===== src/rtl/diverse_tmr_pkg.sv =====
package diverse_tmr_pkg;

  // How a lane encodes the shared input word in its register.
  typedef enum logic [1:0] {
    FORM_TRUE = 2'd0,
    FORM_INV  = 2'd1,
    FORM_ROT  = 2'd2
  } formT;

  // Strobes from control to datapath.
  typedef struct packed {
    logic load;     // store dataIn into the three lane registers
    logic capture;  // register the voted word and the error flag
  } strobeT;

  localparam int FUNC_W = 2;
  localparam int LANES  = 3;

  // Even widths need one check output, odd widths need two.
  function automatic int checkBits(input int n);
    return ((n % 2) == 0) ? 1 : 2;
  endfunction

  function automatic int wordWidth(input int n);
    return FUNC_W + checkBits(n);
  endfunction

  function automatic formT formOf(input int lane);
    case (lane)
      0:       return FORM_TRUE;
      1:       return FORM_INV;
      default: return FORM_ROT;
    endcase
  endfunction

endpackage


===== src/rtl/diverse_tmr_replica.sv =====
module diverse_tmr_replica
  import diverse_tmr_pkg::*;
#(
  parameter int   N    = 3,
  parameter formT FORM = FORM_TRUE,
  parameter int   W    = wordWidth(N)
) (
  input  logic [N-1:0] regQ,
  output logic [W-1:0] word
);

  // Check parity covers odd vector indices for even N, even indices for odd N.
  localparam int PSEL = ((N % 2) == 0) ? 1 : 0;

  logic [N-1:0] x;
  logic [W-1:0] trueWord;
  logic         f1;
  logic         f2;
  logic         par;

  // Recover the logical variables from the lane encoding.
  if (FORM == FORM_INV) begin : g_decInv
    assign x = ~regQ;
  end else if (FORM == FORM_ROT) begin : g_decRot
    for (genvar j = 0; j < N; j++) begin : g_bit
      assign x[j] = regQ[(j + N - 1) % N];
    end
  end else begin : g_decTrue
    assign x = regQ;
  end

  always_comb begin
    f1  = (x[0] & ~x[1]) | (x[1] &  x[2]);
    f2  = (x[0] & ~x[1]) | (x[1] & ~x[2]);
    par = 1'b0;
    for (int i = 0; i < N; i++) begin
      if ((i % 2) == PSEL) par = par ^ x[i];
    end
  end

  if ((N % 2) == 0) begin : g_evenWord
    assign trueWord = {f1, f2, par};
  end else begin : g_oddWord
    assign trueWord = {f1, f2, par, x[0]};
  end

  // The inverted lane delivers an inverted word, as a dual network would.
  if (FORM == FORM_INV) begin : g_outInv
    assign word = ~trueWord;
  end else begin : g_outTrue
    assign word = trueWord;
  end

endmodule


===== src/rtl/diverse_tmr_voter.sv =====
module diverse_tmr_voter #(
  parameter int W = 4
) (
  input  logic [W-1:0] wordA,
  input  logic [W-1:0] wordB,
  input  logic [W-1:0] wordC,
  output logic [W-1:0] voted,
  output logic         conflict
);

  logic ab;
  logic ac;
  logic bc;

  always_comb begin
    ab = (wordA == wordB);
    ac = (wordA == wordC);
    bc = (wordB == wordC);
    if (ab || ac)  voted = wordA;
    else if (bc)   voted = wordB;
    else           voted = wordA;
    conflict = !(ab || ac || bc);
  end

endmodule


===== src/rtl/diverse_tmr_ctrl.sv =====
module diverse_tmr_ctrl
  import diverse_tmr_pkg::*;
(
  input  logic   clk,
  input  logic   rstN,
  input  logic   inValid,
  output strobeT strobe,
  output logic   outValid
);

  logic captureQ;

  always_ff @(posedge clk or negedge rstN) begin
    if (!rstN) begin
      captureQ <= 1'b0;
      outValid <= 1'b0;
    end else begin
      captureQ <= inValid;
      outValid <= captureQ;
    end
  end

  assign strobe.load    = inValid;
  assign strobe.capture = captureQ;

endmodule


===== src/rtl/diverse_tmr_datapath.sv =====
module diverse_tmr_datapath
  import diverse_tmr_pkg::*;
#(
  parameter int N = 3,
  parameter int W = wordWidth(N)
) (
  input  logic                     clk,
  input  logic                     rstN,
  input  strobeT                   strobe,
  input  logic [N-1:0]             dataIn,
  input  logic [LANES-1:0][N-1:0]  forceLo,
  input  logic [LANES-1:0][N-1:0]  forceHi,
  output logic [FUNC_W-1:0]        dataOut,
  output logic                     errFlag
);

  logic [W-1:0] voteIn [LANES];
  logic [W-1:0] voted;
  logic         conflict;

  for (genvar r = 0; r < LANES; r++) begin : g_lane
    localparam formT            FORM = formOf(r);
    localparam logic [N-1:0]    RSTV = (FORM == FORM_INV) ? {N{1'b1}} : {N{1'b0}};

    logic [N-1:0] enc;
    logic [N-1:0] stored;
    logic [N-1:0] seen;
    logic [W-1:0] raw;

    if (FORM == FORM_INV) begin : g_encInv
      assign enc = ~dataIn;
    end else if (FORM == FORM_ROT) begin : g_encRot
      for (genvar i = 0; i < N; i++) begin : g_bit
        assign enc[i] = dataIn[(i + 1) % N];
      end
    end else begin : g_encTrue
      assign enc = dataIn;
    end

    always_ff @(posedge clk or negedge rstN) begin
      if (!rstN)            stored <= RSTV;
      else if (strobe.load) stored <= enc;
    end

    // Fault injection on the register output; stuck-at-1 dominates.
    assign seen = (stored & ~forceLo[r]) | forceHi[r];

    diverse_tmr_replica #(.N(N), .FORM(FORM), .W(W)) u_replica (
      .regQ (seen),
      .word (raw)
    );

    if (FORM == FORM_INV) begin : g_reinv
      assign voteIn[r] = ~raw;
    end else begin : g_pass
      assign voteIn[r] = raw;
    end
  end

  diverse_tmr_voter #(.W(W)) u_voter (
    .wordA    (voteIn[0]),
    .wordB    (voteIn[1]),
    .wordC    (voteIn[2]),
    .voted    (voted),
    .conflict (conflict)
  );

  always_ff @(posedge clk or negedge rstN) begin
    if (!rstN) begin
      dataOut <= '0;
      errFlag <= 1'b0;
    end else if (strobe.capture) begin
      dataOut <= voted[W-1 -: FUNC_W];
      errFlag <= conflict;
    end
  end

endmodule


===== src/rtl/diverse_tmr.sv =====
module diverse_tmr
  import diverse_tmr_pkg::*;
#(
  parameter int N = 3
) (
  input  logic              clk,
  input  logic              rstN,
  input  logic              inValid,
  input  logic [N-1:0]      dataIn,
  input  logic [N-1:0]      forceLo1,
  input  logic [N-1:0]      forceHi1,
  input  logic [N-1:0]      forceLo2,
  input  logic [N-1:0]      forceHi2,
  input  logic [N-1:0]      forceLo3,
  input  logic [N-1:0]      forceHi3,
  output logic              outValid,
  output logic [FUNC_W-1:0] dataOut,
  output logic              errFlag
);

  strobeT                  strobe;
  logic [LANES-1:0][N-1:0] loMask;
  logic [LANES-1:0][N-1:0] hiMask;

  assign loMask = {forceLo3, forceLo2, forceLo1};
  assign hiMask = {forceHi3, forceHi2, forceHi1};

  diverse_tmr_ctrl u_ctrl (
    .clk      (clk),
    .rstN     (rstN),
    .inValid  (inValid),
    .strobe   (strobe),
    .outValid (outValid)
  );

  diverse_tmr_datapath #(.N(N)) u_dp (
    .clk     (clk),
    .rstN    (rstN),
    .strobe  (strobe),
    .dataIn  (dataIn),
    .forceLo (loMask),
    .forceHi (hiMask),
    .dataOut (dataOut),
    .errFlag (errFlag)
  );

endmodule


===== config.mk =====
export PLATFORM = sky130hd
export DESIGN_NAME = diverse_tmr
export DESIGN_NICKNAME = d
export VERILOG_FILES = /design/src/rtl/diverse_tmr_pkg.sv /design/src/rtl/diverse_tmr_replica.sv /design/src/rtl/diverse_tmr_voter.sv /design/src/rtl/diverse_tmr_ctrl.sv /design/src/rtl/diverse_tmr_datapath.sv /design/src/rtl/diverse_tmr.sv
export SDC_FILE = /design/constraint.sdc
export NUM_CORES = 1
export LEC_CHECK = 0
export ABC_AREA = 1
export BUFFER_PORTS_ARGS = -buffer_cell sky130_fd_sc_hd__buf_2
export CAP_MARGIN = 25
export CELL_PAD_IN_SITES_DETAIL_PLACEMENT = 1
export CELL_PAD_IN_SITES_GLOBAL_PLACEMENT = 1
export CORE_MARGIN = 4
export CORE_UTILIZATION = 31
export CTS_BUF_LIST = sky130_fd_sc_hd__clkbuf_4 sky130_fd_sc_hd__clkbuf_8 sky130_fd_sc_hd__clkbuf_16
export DETAILED_ROUTE_END_ITERATION = 12
export GPL_TIMING_DRIVEN = 0
export PLACE_DENSITY = 0.72
export SLEW_MARGIN = 20
export SYNTH_ARGS = -nofsm -noshare
export SYNTH_HDL_FRONTEND = slang
export SYNTH_HIERARCHICAL = 1
export SYNTH_SLANG_ARGS = --single-unit

===== constraint.sdc =====
create_clock -name clk -period 1.8 [get_ports clk]
set_clock_uncertainty 0.2 [all_clocks]
set_input_delay 0.36 -clock clk [delete_from_list [all_inputs] [get_ports clk]]
set_output_delay 0.36 -clock clk [all_outputs]
set_load 0.01 [all_outputs]

==> results.cfg <==
[synth]
syn-mean-instance-area_um2 = 5.539
synth_area_um2 = 1064
yosys_warnings = 6
syn_nets = 216
synthCells = 192

[power]
p_seq_frac = 0.340
power.internal_mw = 0.5471
power_density_nw_per_um2 = 610.4
ir_worst_vdd_uv = 378.0
power.share.clock = 0.206
p_leak_nw = 0.9754
sw_frac_of_total = 0.3666
p_sw_mw = 0.3166
combPwrFrac = 0.454

[clocking]
h-tree-depth = 1
clock_sink_count = 11
cts_buffers = 3
insertion_delay_ns = 0.26
clk_pin_slew_ns = 0.07
cts_root_buf = clkbuf_4
cts_tree = built
cts_buffer_depth = 2

[cells_and_area]
syn2layout_area_growth_pct = 33.06
final_cell_count_no_fill = 275
layout-drive-gt1-share = 0.4061
fillers = 494
fin_util = 0.4241
antenna_cells = 0
final_nets = 254

[timing]
tightest_slew_ns = 0.2440
fmax_mhz = 546.3
setup_violations = 2
finalCritPeriodShare = 1.017
fin_ws_ns = -0.03047
fin_tns_setup_ns = -0.03391
hold_violations = 0
relSlewSlack = 0.8373
period_minus_slack_ns = 1.830
finalMaxSlewViolations = 0
rsz0062_at_grt = true
holdWs_ns = 0.01699

[route]
finalWirelength_um = 2423
ant_nets = 0
via_per_inst = 3.982
drt_iter0_drc = 12
vias = 1095
route.detailed.drc = 0
dr.pass1.iters = 3
post_drt_wl_per_cell_um = 8.811

[setup_path]
worstSetupPathType = register to register
critPathLaunchType = register
cp.depth = 15
critical_path.cell_chain = nand2_2 -> nand2_4 -> inv_1 -> nand2_1 -> nand2_1 -> inv_2 -> inv_2 -> nand2_2 -> nand2_4 -> nor2_8 -> nand2_4 -> nand2_2 -> nand2_2 -> nand2_2 -> nand2_1
reg2reg_depth = 15
path_common_cell = nand2_2
cp_top_family = simple AND/OR/NAND/NOR gates
crit_start = u_dp/g_lane[1].stored[2]
r2r-start = u_dp/g_lane[1].stored[2]
cp_num_buf_inv = 3
slowest_delay_ns = 0.54
cpMaxStageDelayCell = dfstp_2
worstPathMaxFanout = 4
worst_r2r_endpoint = u_dp/dataOut[0]
cp.arrival_ns = 1.79
end_kind = register
r2r_setup_slack_ns = -0.03
endpoint = u_dp/dataOut[0]
crit_required_ns = 1.76

[global_route]
grt_pass1_wl_um = 4312
grt.busiest_layer = met2
grtUsageMet3 = 0.01518
grt_pass1_vias = 1085
grt_util_met2 = 0.2191
grt.overflow.total = 0
grt_max_degree = 12
grtUsageTotal = 0.1225
grtUsageMet1 = 0.1542
antenna_found_initial = 0

[place]
io_buffers = 27
hpwl_um = 2047
dp_cells = 265
routabilityCongestion = 0.7099

[floorplan]
dieArea_um2 = 4432
die_x_um = 66.57
core.rowCount = 21
ioPinCount = 28
start_util = 0.3187
fp.dieH_um = 66.57
core-area_um2 = 3337

[run_status]
violations = setup timing
status = finished, violations left

[run]
max_cap_viol_count = 0

[worst_hold_path]
holdCritPathClass = input port to register
-- repair_timing --
item | in CTS | in global routing
gates resized for setup | 10 | 24
endpoints found under the setup margin | 3 | 3
hold endpoints to repair | 10 | 0
pin swaps | 1 | 24
buffers inserted | 1 | 4
hold buffers | 1 | 0
-- sequential cells by signal, summed over array words and instances, names as in the netlist --
register	count
u_dp/g_lane.stored	6
u_dp/dataOut	2
u_ctrl/captureQ	1
u_ctrl/outValid	1
u_dp/errFlag	1
-- metrics by stage --
| step | total power, mW | cell area, um^2 | worst slack [ns] |
|---|---|---|---|
| 4_1_cts | 0.8365 | 1323 | -0.005993 |
| 2_1_floorplan | 0.5487 | 1064 | 0.08862 |
| 3_3_place_gp | 0.6342 | 1256 | -0.05686 |
| 6_report | 0.8637 | 1415 | -0.03047 |
| 5_1_grt | 0.9447 | 1415 | -0.1668 |
| 3_5_place_dp | 0.6385 | 1256 | -0.07940 |
-- layout by cell type, fill, tap and decap left out --
| master | count |
|---|---|
| buf_2 | 27 |
| buf_4 | 16 |
| clkbuf_4 | 4 |
| dfrtp_1 | 8 |
| dfstp_2 | 3 |
| dlygate4sd3_1 | 1 |
| inv_1 | 39 |
| inv_2 | 10 |
| nand2_1 | 82 |
| nand2_2 | 23 |
| nand2_4 | 6 |
| nand3_1 | 2 |
| nor2_1 | 4 |
| nor2_2 | 1 |
| nor2_8 | 2 |
| o21ai_2 | 1 |
-- metal layers --
layer	wire length, um	part of all wire
met2	1192	0.49
met5	0	0
met1	1133	0.47
met3	71	0.029
met4	25	0.010
-- layout make-up --
type / instances / area [um^2] / share of cell area
buffer: 11 / 82.58 / 0.05836
clock buffer: 4 / 30.03 / 0.02122
inverter: 49 / 183.9 / 0.1300
multi-input combinational: 121 / 599.3 / 0.4235
sequential: 11 / 279.0 / 0.1972
tap: 46 / 57.56 / 0.04067
timing repair buffer: 33 / 182.7 / 0.1291
-- worst min-delay path by stage --
stage,to,cells after the start,slack (ns),startpoint
floorplan,u_ctrl/captureQ,0,-0.14,rstN
global placement,u_dp/dataOut[0],1,0.04,rstN
detailed placement,u_dp/dataOut[0],1,0.04,rstN
CTS,u_ctrl/captureQ,1,0.009,inValid
global route,u_ctrl/captureQ,1,0.005,inValid
finish,u_ctrl/captureQ,1,0.02,inValid
-- power groups by stage --
stage | clock network [mW] | logic (mW) | registers, mW
after detailed placement | 0 | 0.341 | 0.297
final | 0.178 | 0.392 | 0.294
after floorplan | 0 | 0.247 | 0.302
after global placement | 0 | 0.337 | 0.297
after CTS | 0.188 | 0.356 | 0.293
after global routing | 0.199 | 0.448 | 0.297
No activity file was read; power rests on OpenSTA's default activity.
